`src/rtl/guard_pkg.sv`:
```
// Package: shared types for the peripheral access protection gate.
// Assumes APB-style two-phase transfers (setup, then one or more access cycles).
package guard_pkg;

    // Bus phase as seen by the gate
    typedef enum logic [1:0] {
        PH_IDLE   = 2'd0,
        PH_SETUP  = 2'd1,
        PH_ACCESS = 2'd2
    } bus_phase_e;

    // Decode the phase from select and enable
    function automatic bus_phase_e phase_of(input logic sel, input logic en);
        if (!sel)     return PH_IDLE;
        else if (!en) return PH_SETUP;
        else          return PH_ACCESS;
    endfunction

endpackage

```
`src/rtl/guard_rules.sv`:
```
// Module: guard_rules
// Purpose: per-port access verdict. For the port named by the one-hot
// select it reports whether the access breaks the security rule (unless
// the port is in the bypass mask) or the privilege rule.
// Assumes: sel is one-hot or zero; zero select yields "not refused".
module guard_rules #(
    parameter int                 NUM_PORTS   = 16,
    parameter logic [NUM_PORTS-1:0] BYPASS_MASK = '0
) (
    input  logic [NUM_PORTS-1:0] sel,
    input  logic                 prot_nonsec,
    input  logic                 prot_priv,
    input  logic [NUM_PORTS-1:0] nonsec_q,
    input  logic [NUM_PORTS-1:0] user_ok_q,
    output logic                 refuse
);

    logic [NUM_PORTS-1:0] port_fail;

    // One verdict per port; the mask variant is fixed at elaboration
    for (genvar i = 0; i < NUM_PORTS; i++) begin : g_port
        logic sec_fail;
        logic priv_fail;
        if (BYPASS_MASK[i]) begin : g_bypass
            assign sec_fail = 1'b0;
        end else begin : g_checked
            // secure access (prot_nonsec=0) must meet a port with nonsec=0
            assign sec_fail = (prot_nonsec != nonsec_q[i]);
        end
        assign priv_fail    = !prot_priv && !user_ok_q[i];
        assign port_fail[i] = sec_fail || priv_fail;
    end

    // Select the verdict of the addressed port
    always_comb begin
        refuse = |(sel & port_fail);
    end

endmodule

```
`src/rtl/guard_route.sv`:
```
// Module: guard_route
// Purpose: fans the upstream request out to the chosen port and muxes its
// response back; substitutes a local response for a refused access.
// Assumes: sel is one-hot; gate is the refusal for the current phase.
module guard_route #(
    parameter int NUM_PORTS = 16,
    parameter int ADDR_W    = 12,
    parameter int DATA_W    = 32
) (
    input  logic                        psel,
    input  logic                        penable,
    input  logic                        pwrite,
    input  logic [ADDR_W-1:0]           paddr,
    input  logic [DATA_W-1:0]           pwdata,
    input  logic [2:0]                  pprot,
    input  logic [NUM_PORTS-1:0]        sel,
    input  logic                        gate,
    input  logic                        local_resp,
    input  logic                        local_err,
    output logic [DATA_W-1:0]           prdata,
    output logic                        pready,
    output logic                        pslverr,
    output logic [NUM_PORTS-1:0]        dn_psel,
    output logic                        dn_penable,
    output logic                        dn_pwrite,
    output logic [ADDR_W-1:0]           dn_paddr,
    output logic [DATA_W-1:0]           dn_pwdata,
    output logic [2:0]                  dn_pprot,
    input  logic [NUM_PORTS*DATA_W-1:0] dn_prdata,
    input  logic [NUM_PORTS-1:0]        dn_pready,
    input  logic [NUM_PORTS-1:0]        dn_pslverr
);

    logic [DATA_W-1:0] mux_rdata;
    logic              mux_ready;
    logic              mux_err;

    // Per-port select, suppressed while the access is refused
    always_comb begin
        dn_psel = {NUM_PORTS{psel && !gate}} & sel;
    end

    // Shared request fields pass through untouched
    always_comb begin
        dn_penable = penable;
        dn_pwrite  = pwrite;
        dn_paddr   = paddr;
        dn_pwdata  = pwdata;
        dn_pprot   = pprot;
    end

    // AND-OR return mux over the one-hot select
    always_comb begin
        mux_rdata = '0;
        mux_ready = 1'b0;
        mux_err   = 1'b0;
        for (int i = 0; i < NUM_PORTS; i++) begin
            if (sel[i]) begin
                mux_rdata = mux_rdata | dn_prdata[i*DATA_W +: DATA_W];
                mux_ready = mux_ready | dn_pready[i];
                mux_err   = mux_err   | dn_pslverr[i];
            end
        end
    end

    // Choose between the port's answer and the gate's own answer
    always_comb begin
        if (local_resp) begin
            prdata  = '0;
            pready  = 1'b1;
            pslverr = local_err;
        end else begin
            prdata  = mux_rdata;
            pready  = mux_ready;
            pslverr = mux_err;
        end
    end

endmodule

```
`src/rtl/guard_irq.sv`:
```
// Module: guard_irq
// Purpose: sticky refused-access status flag and the gated interrupt.
// Assumes: hit is high for exactly the completing cycle of a refused access.
module guard_irq (
    input  logic clk,
    input  logic rst_n,
    input  logic hit,
    input  logic irq_clear,
    input  logic irq_enable,
    output logic irq
);

    logic stat_q;

    // Clear wins over set; a held clear keeps the flag from rising
    always_ff @(posedge clk) begin
        if (!rst_n)         stat_q <= 1'b0;
        else if (irq_clear) stat_q <= 1'b0;
        else if (hit)       stat_q <= 1'b1;
    end

    // Level output follows both flag and enable without delay
    always_comb begin
        irq = stat_q && irq_enable;
    end


    irq_gate_chk: assert property (@(posedge clk) disable iff (!rst_n)
        !irq_enable |-> !irq);


    irq_set_chk: assert property (@(posedge clk) disable iff (!rst_n)
        (hit && !irq_clear) |=> (irq || !irq_enable));


    irq_clear_chk: assert property (@(posedge clk) disable iff (!rst_n)
        irq_clear |=> !irq);

endmodule

```
`src/rtl/periph_guard.sv`:
```
// Module: periph_guard (top)
// Purpose: APB-style protection gate in front of NUM_PORTS peripherals.
// Registers the configuration, judges each access at its setup edge,
// and either forwards it or answers it locally, flagging refusals.
// Assumes: up_port_sel is one-hot while up_psel is high, and stays
// stable for the whole transfer.
module periph_guard #(
    parameter int                   NUM_PORTS   = 16,
    parameter int                   ADDR_W      = 12,
    parameter int                   DATA_W      = 32,
    parameter logic [NUM_PORTS-1:0] BYPASS_MASK = '0
) (
    input  logic                        clk,
    input  logic                        rst_n,
    input  logic                        up_psel,
    input  logic                        up_penable,
    input  logic                        up_pwrite,
    input  logic [ADDR_W-1:0]           up_paddr,
    input  logic [DATA_W-1:0]           up_pwdata,
    input  logic [2:0]                  up_pprot,
    input  logic [NUM_PORTS-1:0]        up_port_sel,
    output logic [DATA_W-1:0]           up_prdata,
    output logic                        up_pready,
    output logic                        up_pslverr,
    output logic [NUM_PORTS-1:0]        dn_psel,
    output logic                        dn_penable,
    output logic                        dn_pwrite,
    output logic [ADDR_W-1:0]           dn_paddr,
    output logic [DATA_W-1:0]           dn_pwdata,
    output logic [2:0]                  dn_pprot,
    input  logic [NUM_PORTS*DATA_W-1:0] dn_prdata,
    input  logic [NUM_PORTS-1:0]        dn_pready,
    input  logic [NUM_PORTS-1:0]        dn_pslverr,
    input  logic [NUM_PORTS-1:0]        cfg_nonsec,
    input  logic [NUM_PORTS-1:0]        cfg_user_ok,
    input  logic                        cfg_err_mode,
    input  logic                        irq_enable,
    input  logic                        irq_clear,
    output logic                        irq
);
    import guard_pkg::*;

    localparam int PROT_NS_BIT   = 1;
    localparam int PROT_PRIV_BIT = 0;

    bus_phase_e           phase;
    logic [NUM_PORTS-1:0] nonsec_q;
    logic [NUM_PORTS-1:0] user_ok_q;
    logic                 err_mode_q;
    logic                 refuse_now;
    logic                 refuse_q;
    logic                 err_lat_q;
    logic                 gate;
    logic                 local_resp;
    logic                 refused_done;

    // Decode which phase the upstream bus is in
    always_comb begin
        phase = phase_of(up_psel, up_penable);
    end

    // Configuration registers; reset returns every field to 0
    always_ff @(posedge clk) begin
        if (!rst_n) begin
            nonsec_q   <= '0;
            user_ok_q  <= '0;
            err_mode_q <= 1'b0;
        end else begin
            nonsec_q   <= cfg_nonsec;
            user_ok_q  <= cfg_user_ok;
            err_mode_q <= cfg_err_mode;
        end
    end

    guard_rules #(
        .NUM_PORTS   (NUM_PORTS),
        .BYPASS_MASK (BYPASS_MASK)
    ) u_rules (
        .sel         (up_port_sel),
        .prot_nonsec (up_pprot[PROT_NS_BIT]),
        .prot_priv   (up_pprot[PROT_PRIV_BIT]),
        .nonsec_q    (nonsec_q),
        .user_ok_q   (user_ok_q),
        .refuse      (refuse_now)
    );

    // Freeze the verdict and response mode at the setup edge
    always_ff @(posedge clk) begin
        if (!rst_n) begin
            refuse_q  <= 1'b0;
            err_lat_q <= 1'b0;
        end else if (phase == PH_SETUP) begin
            refuse_q  <= refuse_now;
            err_lat_q <= err_mode_q;
        end
    end

    // Refusal in force for the current phase, and local-answer strobe
    always_comb begin
        gate         = (phase == PH_SETUP) ? refuse_now : refuse_q;
        local_resp   = (phase == PH_ACCESS) && refuse_q;
        refused_done = local_resp;
    end

    guard_route #(
        .NUM_PORTS (NUM_PORTS),
        .ADDR_W    (ADDR_W),
        .DATA_W    (DATA_W)
    ) u_route (
        .psel       (up_psel),
        .penable    (up_penable),
        .pwrite     (up_pwrite),
        .paddr      (up_paddr),
        .pwdata     (up_pwdata),
        .pprot      (up_pprot),
        .sel        (up_port_sel),
        .gate       (gate),
        .local_resp (local_resp),
        .local_err  (err_lat_q),
        .prdata     (up_prdata),
        .pready     (up_pready),
        .pslverr    (up_pslverr),
        .dn_psel    (dn_psel),
        .dn_penable (dn_penable),
        .dn_pwrite  (dn_pwrite),
        .dn_paddr   (dn_paddr),
        .dn_pwdata  (dn_pwdata),
        .dn_pprot   (dn_pprot),
        .dn_prdata  (dn_prdata),
        .dn_pready  (dn_pready),
        .dn_pslverr (dn_pslverr)
    );

    guard_irq u_irq (
        .clk        (clk),
        .rst_n      (rst_n),
        .hit        (refused_done),
        .irq_clear  (irq_clear),
        .irq_enable (irq_enable),
        .irq        (irq)
    );


    refused_quiet_chk: assert property (@(posedge clk) disable iff (!rst_n)
        (phase == PH_ACCESS && refuse_q) |-> (dn_psel == '0 && up_pready));


    one_port_chk: assert property (@(posedge clk) disable iff (!rst_n)
        $onehot0(dn_psel));


    err_answer_chk: assert property (@(posedge clk) disable iff (!rst_n)
        (phase == PH_ACCESS && refuse_q && err_lat_q)
            |-> (up_pslverr && up_prdata == '0));


    silent_answer_chk: assert property (@(posedge clk) disable iff (!rst_n)
        (phase == PH_ACCESS && refuse_q && !err_lat_q)
            |-> (!up_pslverr && up_prdata == '0));


    reset_irq_chk: assert property (@(posedge clk)
        !rst_n |=> !irq);

endmodule

```
`config.mk`:
```
export PLATFORM = sky130hd
export DESIGN_NAME = periph_guard
export DESIGN_NICKNAME = d
export VERILOG_FILES = /design/src/rtl/guard_pkg.sv /design/src/rtl/guard_rules.sv /design/src/rtl/guard_route.sv /design/src/rtl/guard_irq.sv /design/src/rtl/periph_guard.sv
export SDC_FILE = /design/constraint.sdc
export NUM_CORES = 1
export LEC_CHECK = 0
export BUFFER_PORTS_ARGS = -buffer_cell sky130_fd_sc_hd__clkbuf_2
export CAP_MARGIN = 25
export CORE_AREA = 8 8 282 284
export DETAILED_ROUTE_END_ITERATION = 8
export DIE_AREA = 0 0 290 292
export GPL_TIMING_DRIVEN = 0
export HOLD_SLACK_MARGIN = 0.1
export MAX_ROUTING_LAYER = met4
export PLACE_DENSITY_LB_ADDON = 0.25
export SYNTH_ARGS = -nofsm -noshare
export SYNTH_HDL_FRONTEND = slang
export SYNTH_SLANG_ARGS = --single-unit
export TNS_END_PERCENT = 50
```
`constraint.sdc`:
```
create_clock -name clk -period 3.07 [get_ports clk]
set_input_delay 0.1535 -clock clk [delete_from_list [all_inputs] [get_ports clk]]
set_output_delay 0.1535 -clock clk [all_outputs]
set_load 0.01 [all_outputs]
```
==> impl_metrics.py, run 1 <==
metrics = {
    "timing": {
        "fin_crit_sh_pct": 98.7,
        "worst_pin_slew_ns": 1.04,
        "post-route-min-period_ns": 3.03,
        "slew_violations": 0,
        "relSlewSlack_pct": 30.5,
        "fmax_mhz": 330,
        "rsz0062_at_grt": "no",
        "setup_ws_ns": 0.0407,
        "finalHoldViolations": 0,
        "final-setup-viol-count": 0,
        "clock_skew_ns": 0.00176,
    },
    "placement": {
        "gp_congestion": 0.801,
        "dp_slack_ns": -0.319,
        "portBuffers": 682,
        "dp_hpwl_microns": 74300,
    },
    "drt": {
        "dr_total_vias": 9497,
        "dr.pass1.iters": 5,
        "avgRoutedWirePerCell_microns": 36.5,
        "drcViolationCount": 0,
        "routed_via_density": 4.03,
        "drtIter0Drc": 611,
        "wl_microns": 86000,
        "ant_nets": 0,
    },
    "final_layout": {
        "drive_gt1_share_pct": 58.4,
        "nets": 2014,
        "area_growth_pct": 117,
    },
    "cts": {
        "htree_levels": 2,
        "clock-root-buffer": "clkbuf_16",
        "clkSlewWorstSetupHoldPaths_ns": 0.06,
        "clock_sink_count": 36,
        "numCtsBuffers": 5,
        "clk-insertion-delay-late_ns": 0.29,
        "clockBufferDepth": 2,
        "post-cts-setup-buffers": 0,
        "cts_tree": "done",
    },
    "die": {
        "start_util_pct": 6.42,
        "die_h_microns": 292,
        "row_count": 101,
        "ios": 747,
        "fp.dieArea_sq_um": 84700,
        "dieWidth_microns": 290,
        "core_sq_um": 75200,
    },
    "grt": {
        "grt.overflow.total": 0,
        "grt_first_pass_wirelength_microns": 107000,
        "grt_usage_pct": 19.6,
        "grt_max_degree": 13,
        "grt_pass1_vias": 10447,
        "antenna_found_initial": 22,
    },
    "worst_setup_path": {
        "critPathSlowestCell": "a221oi_1",
        "setup.worst_path.end": "up_prdata[7]",
        "path_class": "input pin to output port",
        "critPathLaunchType": "input pin",
        "slowest_delay_ns": 0.76,
        "reg2reg_to": "refuse_q$_SDFF_PN0_",
        "crit_family": "buffers and inverters",
        "arrival_ns": 2.88,
        "critPathLaunch": "up_port_sel[1]",
        "r2r_cells": 5,
        "critPathRequiredTime_ns": 2.92,
        "cp_max_fo": 6,
        "crit_path_cell_trace": "clkbuf_1 -> buf_8 -> clkbuf_1 -> buf_8 -> a221oi_1 -> and3_1 -> a31oi_1 -> clkbuf_2",
        "reg2reg_from": "user_ok_q[2]$_SDFF_PN0_",
        "path_depth": 8,
        "path_buf_inv": 5,
        "ff2ff_setup_slack_ns": 1.32,
        "worst_setup_path_end_kind": "output port",
    },
    "synth": {
        "synthArstFlopShare_pct": 0,
        "synth.area.top_cells": "a221oi_1, a22o_1, dfxtp_1",
        "synthCells": 619,
        "yosysWarningCount": 0,
        "synth_compound_area_share_pct": 55.1,
        "synth-xor-area-share_pct": 2.90,
        "synthFlopType": "dfxtp_1",
        "synth_area_per_cell_sq_um": 7.80,
        "synth_fa_ha_area_share_pct": 0,
        "synth_common_cells": "a221oi_1, a22o_1, a22oi_1, clkbuf_1, buf_4",
        "synth_mux_area_share_pct": 0.441,
        "synth_top_family_by_area": "compound AO/OA/AOI/OAI gates",
        "ys_types": 26,
        "synth_seq_area_share_pct": 14.9,
        "yosys.area_share.simple_pct": 12.4,
        "yosysMostFrequentCell": "a221oi_1",
        "netlist_area_sq_um": 4830,
        "netlist.area_leader.share_pct": 19.1,
        "synth.largest_area_cell": "a221oi_1",
        "synth-edff-count": 0,
        "synth.net_count": 1266,
        "ys_ff_latch": 36,
    },
    "power": {
        "leakage_nw": 5.22,
        "vdd_drop_max_mv": 0.267,
        "power_density_nw_per_um2": 254,
        "total_power_mw": 2.66,
    },
    "hold_path": {
        "min-delay-start": "cfg_nonsec[1]",
        "hold_class": "input pin to register",
    },
    "status": {
        "status": "finished, final reports clean",
    },
    "run": {
        "maxCapViolations": 0,
    },
}
==> layer usage <==
layer  vias up  global-route usage [%]  wire (microns)
met5         -                       -               0
met4         0                    6.29            3180
met3       111                    3.77            5200
met2       762                    33.7           41700
met1      4577                    23.0           35900
li1       4047                       -               -
==> worst min path at each step <==
stage / to / cells after the start
4_1_cts: nonsec_q[1]$_SDFF_PN0_ / 2
2_1_floorplan: u_irq.stat_q$_SDFFE_PP0P_ / 1
5_1_grt: nonsec_q[1]$_SDFF_PN0_ / 2
6_report: nonsec_q[1]$_SDFF_PN0_ / 2
3_5_place_dp: u_irq.stat_q$_SDFFE_PP0P_ / 2
3_3_place_gp: u_irq.stat_q$_SDFFE_PP0P_ / 2
==> cells by family (layout without fill, tap and decap cells) <==
logic type	after synthesis	in the layout
compound gates	329	329
buf+inv	127	876
simple gates	109	109
flops	36	36
xor+xnor	16	16
mux	2	2
other cells	0	12
==> power by group <==
part	internal (mW)	switching (mW)	total (mW)	leakage [nW]
combinational	0.676	0.899	1.58	4.84
sequential	0.492	0.00950	0.502	0.300
clock	0.381	0.206	0.588	0.0799
total	1.55	1.12	2.66	5.22
==> placed cells by master, fill, tap and decap left out, types with 5 or more instances in the layout <==
master / Yosys / layout
nor2_1: 17 / 17
a22oi_1: 72 / 72
clkbuf_2: 0 / 706
a31oi_1: 32 / 32
diode_2: 0 / 12
buf_16: 0 / 5
and2_1: 35 / 35
a221oi_1: 105 / 105
buf_4: 49 / 50
xnor2_1: 16 / 16
buf_8: 0 / 20
and3_1: 34 / 34
a22o_1: 103 / 103
clkbuf_16: 0 / 5
dfxtp_1: 36 / 36
o21ai_0: 15 / 15
dlygate4sd3_1: 0 / 33
nand2_1: 16 / 16
clkbuf_1: 67 / 42
==> worst reg2reg max path: stages (launching register included) <==
cell and delay, ns:
dfxtp_1 0.33, o21ai_0 0.29, a22oi_1 0.12, nand4_1 0.21, a2bb2oi_2 0.53, and2_1 0.21
==> flip-flops by register name, indices dropped and copies added, names as in the netlist <==
name	cells
err_lat_q	1
err_mode_q	1
nonsec_q	16
refuse_q	1
u_irq.stat_q	1
user_ok_q	16
==> per-stage QoR <==
stage	utilization, %	instance area [sq um]	instances	setup TNS [ns]	hold slack, ns
after floorplan	-	4830	619	0	0.230
after global placement	12.6	9460	2279	-22.75	0.324
after detailed placement	13.2	9940	2305	-2.17	0.327
after CTS	13.9	10400	2346	0	0.100
after global routing	13.9	10500	2355	0	0.115
final	13.9	10500	2358	0	0.110
==> layout make-up <==
class                           count  area [sq um]
Antenna cell                       12          30.0
Buffer                            126           724
Clock buffer                        5           125
Clock inverter                      3          42.5
Fill cell                        8811         64700
Inverter                            1          3.75
Multi-Input combinational cell    456          3420
Sequential cell                    36           721
Tap cell                          978          1220
Timing Repair Buffer              741          4190
==> what timing repair did <==
item,CTS,global route
endpoints found under the hold margin,33,0
hold buffers,33,0
setup endpoints to repair,11,0
resized for setup,6,0
Note: power is estimated with default switching activity, not from simulation.
==> run 2: changes to the inputs <==
--- a/config.mk
+++ b/config.mk
@@ -5,11 +5,12 @@
 export SDC_FILE = /design/constraint.sdc
 export NUM_CORES = 1
 export LEC_CHECK = 0
+export ABC_AREA = 1
 export BUFFER_PORTS_ARGS = -buffer_cell sky130_fd_sc_hd__clkbuf_2
 export CAP_MARGIN = 25
-export CORE_AREA = 8 8 282 284
+export CORE_AREA = 8 8 281 283
 export DETAILED_ROUTE_END_ITERATION = 8
-export DIE_AREA = 0 0 290 292
+export DIE_AREA = 0 0 289 291
 export GPL_TIMING_DRIVEN = 0
 export HOLD_SLACK_MARGIN = 0.1
 export MAX_ROUTING_LAYER = met4
==> impl_metrics.py, run 2 <==
metrics = {
    "drt": {
        "ant_nets": 0,
        "wl_microns": 79800,
        "top_layer_used": "met4",
        "dr.pass1.iters": 5,
        "avgRoutedWirePerCell_microns": 29.8,
        "wl_met1_microns": 33900,
        "wl_met2_microns": 36700,
        "wl_met3_microns": 5440,
        "dr_total_vias": 10114,
        "drtIter0Drc": 588,
        "drcViolationCount": 0,
        "routed_via_density": 3.78,
    },
    "final_layout": {
        "most-common-layout-cells": "clkbuf_2, nand2_1, a221oi_1",
        "drive_gt1_share_pct": 48.1,
        "stdcell_count": 2678,
        "layout_commonest_cell": "clkbuf_2",
        "final_area_sq_um": 11000,
        "postLayoutCoreUtil_pct": 14.7,
        "area_growth_pct": 105,
        "nets": 2329,
        "top_regs": "nonsec_q x16, user_ok_q x16",
    },
    "die": {
        "start_util_pct": 7.18,
        "row_count": 101,
        "dieWidth_microns": 289,
        "fp.dieArea_sq_um": 84100,
        "core_sq_um": 74800,
        "ios": 747,
        "die_h_microns": 291,
    },
    "timing": {
        "final-setup-viol-count": 0,
        "fmax_mhz": 347,
        "fin_crit_sh_pct": 93.7,
        "clock_skew_ns": 0.00176,
        "post-route-min-period_ns": 2.88,
        "finalHoldViolations": 0,
        "slew_violations": 0,
        "relSlewSlack_pct": 31.8,
        "rsz0062_at_grt": "no",
        "worst_pin_slew_ns": 1.02,
        "whs_ns": 0.111,
    },
    "placement": {
        "dp_cells": 2624,
        "portBuffers": 681,
        "placed_area_sq_um": 10500,
        "dp_hpwl_microns": 67400,
        "gp_congestion": 0.823,
    },
    "synth": {
        "ys_types": 26,
        "synth.largest_area_cell": "nand2_1",
        "synthFlopType": "dfxtp_1",
        "synthCells": 939,
        "netlist.area_leader.share_pct": 27.3,
        "synth_common_cells": "nand2_1, a221oi_1, inv_1, clkbuf_1, a22o_1",
        "synthArstFlopShare_pct": 0,
        "yosys.area_share.simple_pct": 35.8,
        "synth-edff-count": 0,
        "ys_ff_latch": 36,
        "synth.area.top_cells": "nand2_1, a221oi_1, dfxtp_1",
        "yosysWarningCount": 0,
        "synth-xor-area-share_pct": 0,
        "netlist_area_sq_um": 5370,
        "synth_area_per_cell_sq_um": 5.72,
        "synth_mux_area_share_pct": 0,
        "synth_compound_area_share_pct": 32.4,
        "synth_seq_area_share_pct": 13.4,
        "synth_top_family_by_area": "simple AND/OR/NAND/NOR gates",
        "yosysMostFrequentCell": "nand2_1",
        "synth.net_count": 1586,
        "synth_fa_ha_area_share_pct": 0,
    },
    "cts": {
        "cts_tree": "done",
        "clk-insertion-delay-late_ns": 0.29,
        "clock-root-buffer": "clkbuf_16",
        "numCtsBuffers": 5,
        "clockBufferDepth": 2,
        "clkSlewWorstSetupHoldPaths_ns": 0.06,
        "post-cts-setup-buffers": 0,
        "htree_levels": 2,
        "clock_sink_count": 36,
    },
    "worst_setup_path": {
        "worst_setup_path_end_kind": "output port",
        "slowest_delay_ns": 0.78,
        "path_class": "input pin to output port",
        "crit_path_cell_trace": "clkbuf_1 -> clkbuf_2 -> nand2_1 -> nand4_1 -> a211oi_1 -> a31oi_1 -> clkbuf_2",
        "cp_max_fo": 10,
        "critPathSlowestCell": "clkbuf_2",
        "arrival_ns": 2.72,
        "critPathLaunchType": "input pin",
        "critPathRequiredTime_ns": 2.92,
        "crit_top_cell": "clkbuf_2",
    },
    "grt": {
        "grt.overflow.total": 0,
        "antenna_found_initial": 21,
        "grt_pass1_vias": 10941,
        "grt_max_degree": 13,
        "grt_first_pass_wirelength_microns": 100000,
        "grt_usage_pct": 18.4,
    },
    "power": {
        "power_density_nw_per_um2": 241,
        "leakage_nw": 6.13,
        "vdd_drop_max_mv": 0.181,
    },
    "status": {
        "status": "finished, final reports clean",
    },
    "run": {
        "maxCapViolations": 0,
    },
    "hold_path": {
        "hold_class": "input pin to register",
    },
}
==> run 2: changes by cell type after synthesis, moves of 25 or more <==
cell | previous run | this run
a41oi_1 | 0 | 25
a21oi_1 | 0 | 26
a31oi_1 | 32 | 5
and2_1 | 35 | 0
a22oi_1 | 72 | 0
and3_1 | 34 | 0
nand3_1 | 1 | 30
nand2_1 | 16 | 391
a22o_1 | 103 | 61
inv_1 | 1 | 78
==> run 2: cell families (layout without fill, tap and decap cells) <==
group | Yosys count | count (layout)
AND/OR/NAND/NOR | 483 | 483
AO/OA/AOI/OAI | 215 | 215
buffers and inverters | 205 | 949
flip-flops | 36 | 36
other | 0 | 17
==> run 2: area by class of cell <==
class	instances	area [sq um]
buffer	125	716
multi-input combinational	698	3670
clock inverter	3	42.5
inverter	80	303
clock buffer	5	125
antenna	17	42.5
sequential	36	721
timing repair buffer	736	4180
fill	8913	63800
tap	978	1220
==> run 2: worst max-delay path: cells and delay by family <==
kind	cells	cell delay (ns)
simple gates	2	0.67
buf+inv	3	1.64
compound gates	2	0.26
==> run 2: path summary, 6_finish.rpt <==
path	from	end	slack, ns	cells past startpoint
worst max-delay path	up_port_sel[6]	up_prdata[27]	0.19	7
worst min-delay path	cfg_user_ok[13]	user_ok_q[13]$_SDFF_PN0_	0.11	3
worst max register to register	nonsec_q[0]$_SDFF_PN0_	refuse_q$_SDFF_PN0_	1.63	9
worst min register to register	err_mode_q$_SDFF_PN0_	err_lat_q$_SDFFE_PN0N_	0.47	2
==> run 2: power breakdown <==
| group | internal, mW | switching [mW] | leakage, nW | total [mW] |
|---|---|---|---|---|
| Sequential | 0.492 | 0.00894 | 0.300 | 0.501 |
| Clock | 0.381 | 0.213 | 0.0799 | 0.594 |
| Combinational | 0.653 | 0.903 | 5.75 | 1.56 |
| Total | 1.53 | 1.12 | 6.13 | 2.65 |
==> run 2: what timing repair did <==
item | in CTS | in global routing
setup endpoints to repair | 1 | 1
gates resized for setup | 1 | 1
pin swaps | 0 | 0
hold buffers | 29 | 0
hold endpoints to repair | 29 | 0
==> run 2: metal layers <==
layer  vias to the layer above  track usage [%]
li1                       4702                -
met5                         -                -
met1                      4616             22.4
met4                         0             7.37
met3                       100             2.85
met2                       696             30.2
==> run 2: per-stage QoR <==
stage	power (mW)	TNS (ns)	worst slack [ns]
after floorplan	1.04	0	1.58
after global placement	1.99	-18.96	-1.14
after detailed placement	2.07	-0.000858	-0.000858
after CTS	2.70	0	0.116
after global routing	2.80	0	0.00660
final	2.65	0	0.192
==> run 3: changes to the inputs <==
==> constraint.sdc (replaced) <==
create_clock -name clk -period 3.07 [get_ports clk]
set_input_delay 0.1535 -clock clk [delete_from_list [all_inputs] [get_ports clk]]
set_output_delay 0.1535 -clock clk [all_outputs]
set_load 0.02 [all_outputs]
==> impl_metrics.py, run 3 (same netlist as run 2, synthesis figures left out) <==
metrics = {
    "power": {
        "total_power_mw": 2.70,
        "pwr-share-seq_pct": 18.6,
        "intPower_mw": 1.53,
        "power_density_nw_per_um2": 245,
        "vdd_drop_max_mv": 0.183,
        "p_sw_mw": 1.17,
        "leakage_nw": 6.13,
        "p_clk_share_pct": 22.0,
        "combPwrFrac_pct": 59.4,
        "switching_share_pct": 43.4,
    },
    "die": {
        "ios": 747,
        "die_h_microns": 291,
        "fp.dieArea_sq_um": 84100,
        "row_count": 101,
        "start_util_pct": 7.18,
        "core_sq_um": 74800,
        "dieWidth_microns": 289,
    },
    "grt": {
        "grtUsageMet1_pct": 22.4,
        "grt.overflow.total": 0,
        "use_met2_pct": 30.2,
        "grt_max_degree": 13,
        "use_met3_pct": 2.85,
        "grt_pass1_vias": 10941,
        "antenna_found_initial": 21,
        "grt_first_pass_wirelength_microns": 100000,
        "grt_usage_pct": 18.4,
        "top_usage_layer": "met2",
    },
    "timing": {
        "worst_pin_slew_ns": 1.05,
        "finalHoldViolations": 0,
        "fmax_mhz": 343,
        "final-setup-viol-count": 0,
        "relSlewSlack_pct": 30.3,
        "whs_ns": 0.111,
        "clock_skew_ns": 0.00191,
        "fin_crit_sh_pct": 94.9,
        "rsz0062_at_grt": "no",
        "slew_violations": 0,
        "post-route-min-period_ns": 2.91,
    },
    "cts": {
        "htree_levels": 2,
        "numCtsBuffers": 5,
        "clock-root-buffer": "clkbuf_16",
        "clockBufferDepth": 2,
        "clkSlewWorstSetupHoldPaths_ns": 0.06,
        "cts_tree": "done",
        "clock_sink_count": 36,
        "clk-insertion-delay-late_ns": 0.29,
    },
    "drt": {
        "dr_total_vias": 10127,
        "dr.pass1.iters": 5,
        "drtIter0Drc": 589,
        "ant_nets": 0,
        "wl_microns": 79900,
        "avgRoutedWirePerCell_microns": 29.8,
        "routed_via_density": 3.78,
        "drcViolationCount": 0,
    },
    "worst_setup_path": {
        "cp_max_fo": 10,
        "critPathRequiredTime_ns": 2.92,
        "arrival_ns": 2.76,
        "worst_setup_path_end_kind": "output port",
        "path_class": "input pin to output port",
        "critPathLaunchType": "input pin",
        "r2r_cells": 9,
    },
    "placement": {
        "gp_congestion": 0.823,
        "dp_hpwl_microns": 67400,
        "portBuffers": 681,
    },
    "final_layout": {
        "top_regs": "nonsec_q x16, user_ok_q x16",
        "drive_gt1_share_pct": 48.1,
        "final-seq-area_sq_um": 721,
        "layout_commonest_cell": "clkbuf_2",
        "area_growth_pct": 105,
        "multi_input_comb_area_sq_um": 3670,
        "nets": 2329,
        "fill_cells": 8914,
        "most-common-layout-cells": "clkbuf_2, nand2_1, a221oi_1",
    },
    "status": {
        "status": "finished, final reports clean",
    },
    "hold_path": {
        "hold_class": "input pin to register",
        "hold_depth": 3,
    },
    "run": {
        "maxCapViolations": 0,
    },
}
## run 3: cell types whose count changed in the layout (fill, tap and decap cells not counted), sizes merged
| cell | before | now |
|---|---|---|
| buf | 81 | 82 |
| diode | 17 | 18 |
| clkbuf | 756 | 755 |
## run 3: layout make-up
cell class	count	area share, %
clock buffers	5	1.14
diodes	18	0.409
clock inverters	3	0.386
multi-input cells	698	33.3
plain buffers	125	6.49
inverters	80	2.75
repair buffers	736	37.9
well taps	978	11.1
flip-flops and latches	36	6.54
## run 3: stage by stage
step	cells	util (%)	setup TNS, ns	worst slack, ns	area (sq um)
final	2679	14.7	0	0.156	11000
after detailed placement	2624	14.1	-0.0379	-0.0379	10500
after global routing	2672	14.7	0	0.0315	11000
after global placement	2598	13.4	-20.20	-1.18	10000
after CTS	2661	14.7	0	0.0838	11000
after floorplan	939	-	0	1.50	5370
## run 3: what timing repair did
action	in CTS	in global routing
endpoints found under the hold margin	29	0
hold buffers	29	0
endpoints found under the setup margin	1	2
resized for setup	1	2
gates cloned	0	0
setup buffers	0	0
## run 3: routing by layer
| metal | up-vias | share of wire (%) |
|---|---|---|
| li1 | 4703 | - |
| met1 | 4622 | 42 |
| met5 | - | 0 |
| met3 | 100 | 7.0 |
| met4 | 0 | 4.7 |
| met2 | 702 | 46 |
## run 3: worst paths after layout
kind | from | endpoint | slack (ns)
hold reg to reg | err_mode_q$_SDFF_PN0_ | err_lat_q$_SDFFE_PN0N_ | 0.47
hold / removal | cfg_user_ok[13] | user_ok_q[13]$_SDFF_PN0_ | 0.11
setup / recovery | up_port_sel[6] | up_prdata[27] | 0.16
setup reg to reg | nonsec_q[0]$_SDFF_PN0_ | refuse_q$_SDFF_PN0_ | 1.63
## run 3: power by group through the flow
stage                     clock network [mW]  logic (mW)  registers [mW]
after global placement                     0        1.53           0.512
after CTS                              0.612        1.64           0.501
after global routing                   0.626        1.72           0.504
after detailed placement                   0        1.60           0.512
final                                  0.594        1.60           0.501
after floorplan                            0       0.580           0.509
## run 3: critical path, stage by stage
cell      delay [ns]
clkbuf_1        0.68
clkbuf_2        0.78
nand2_1         0.29
nand4_1         0.38
a211oi_1        0.09
a31oi_1         0.17
clkbuf_2        0.21
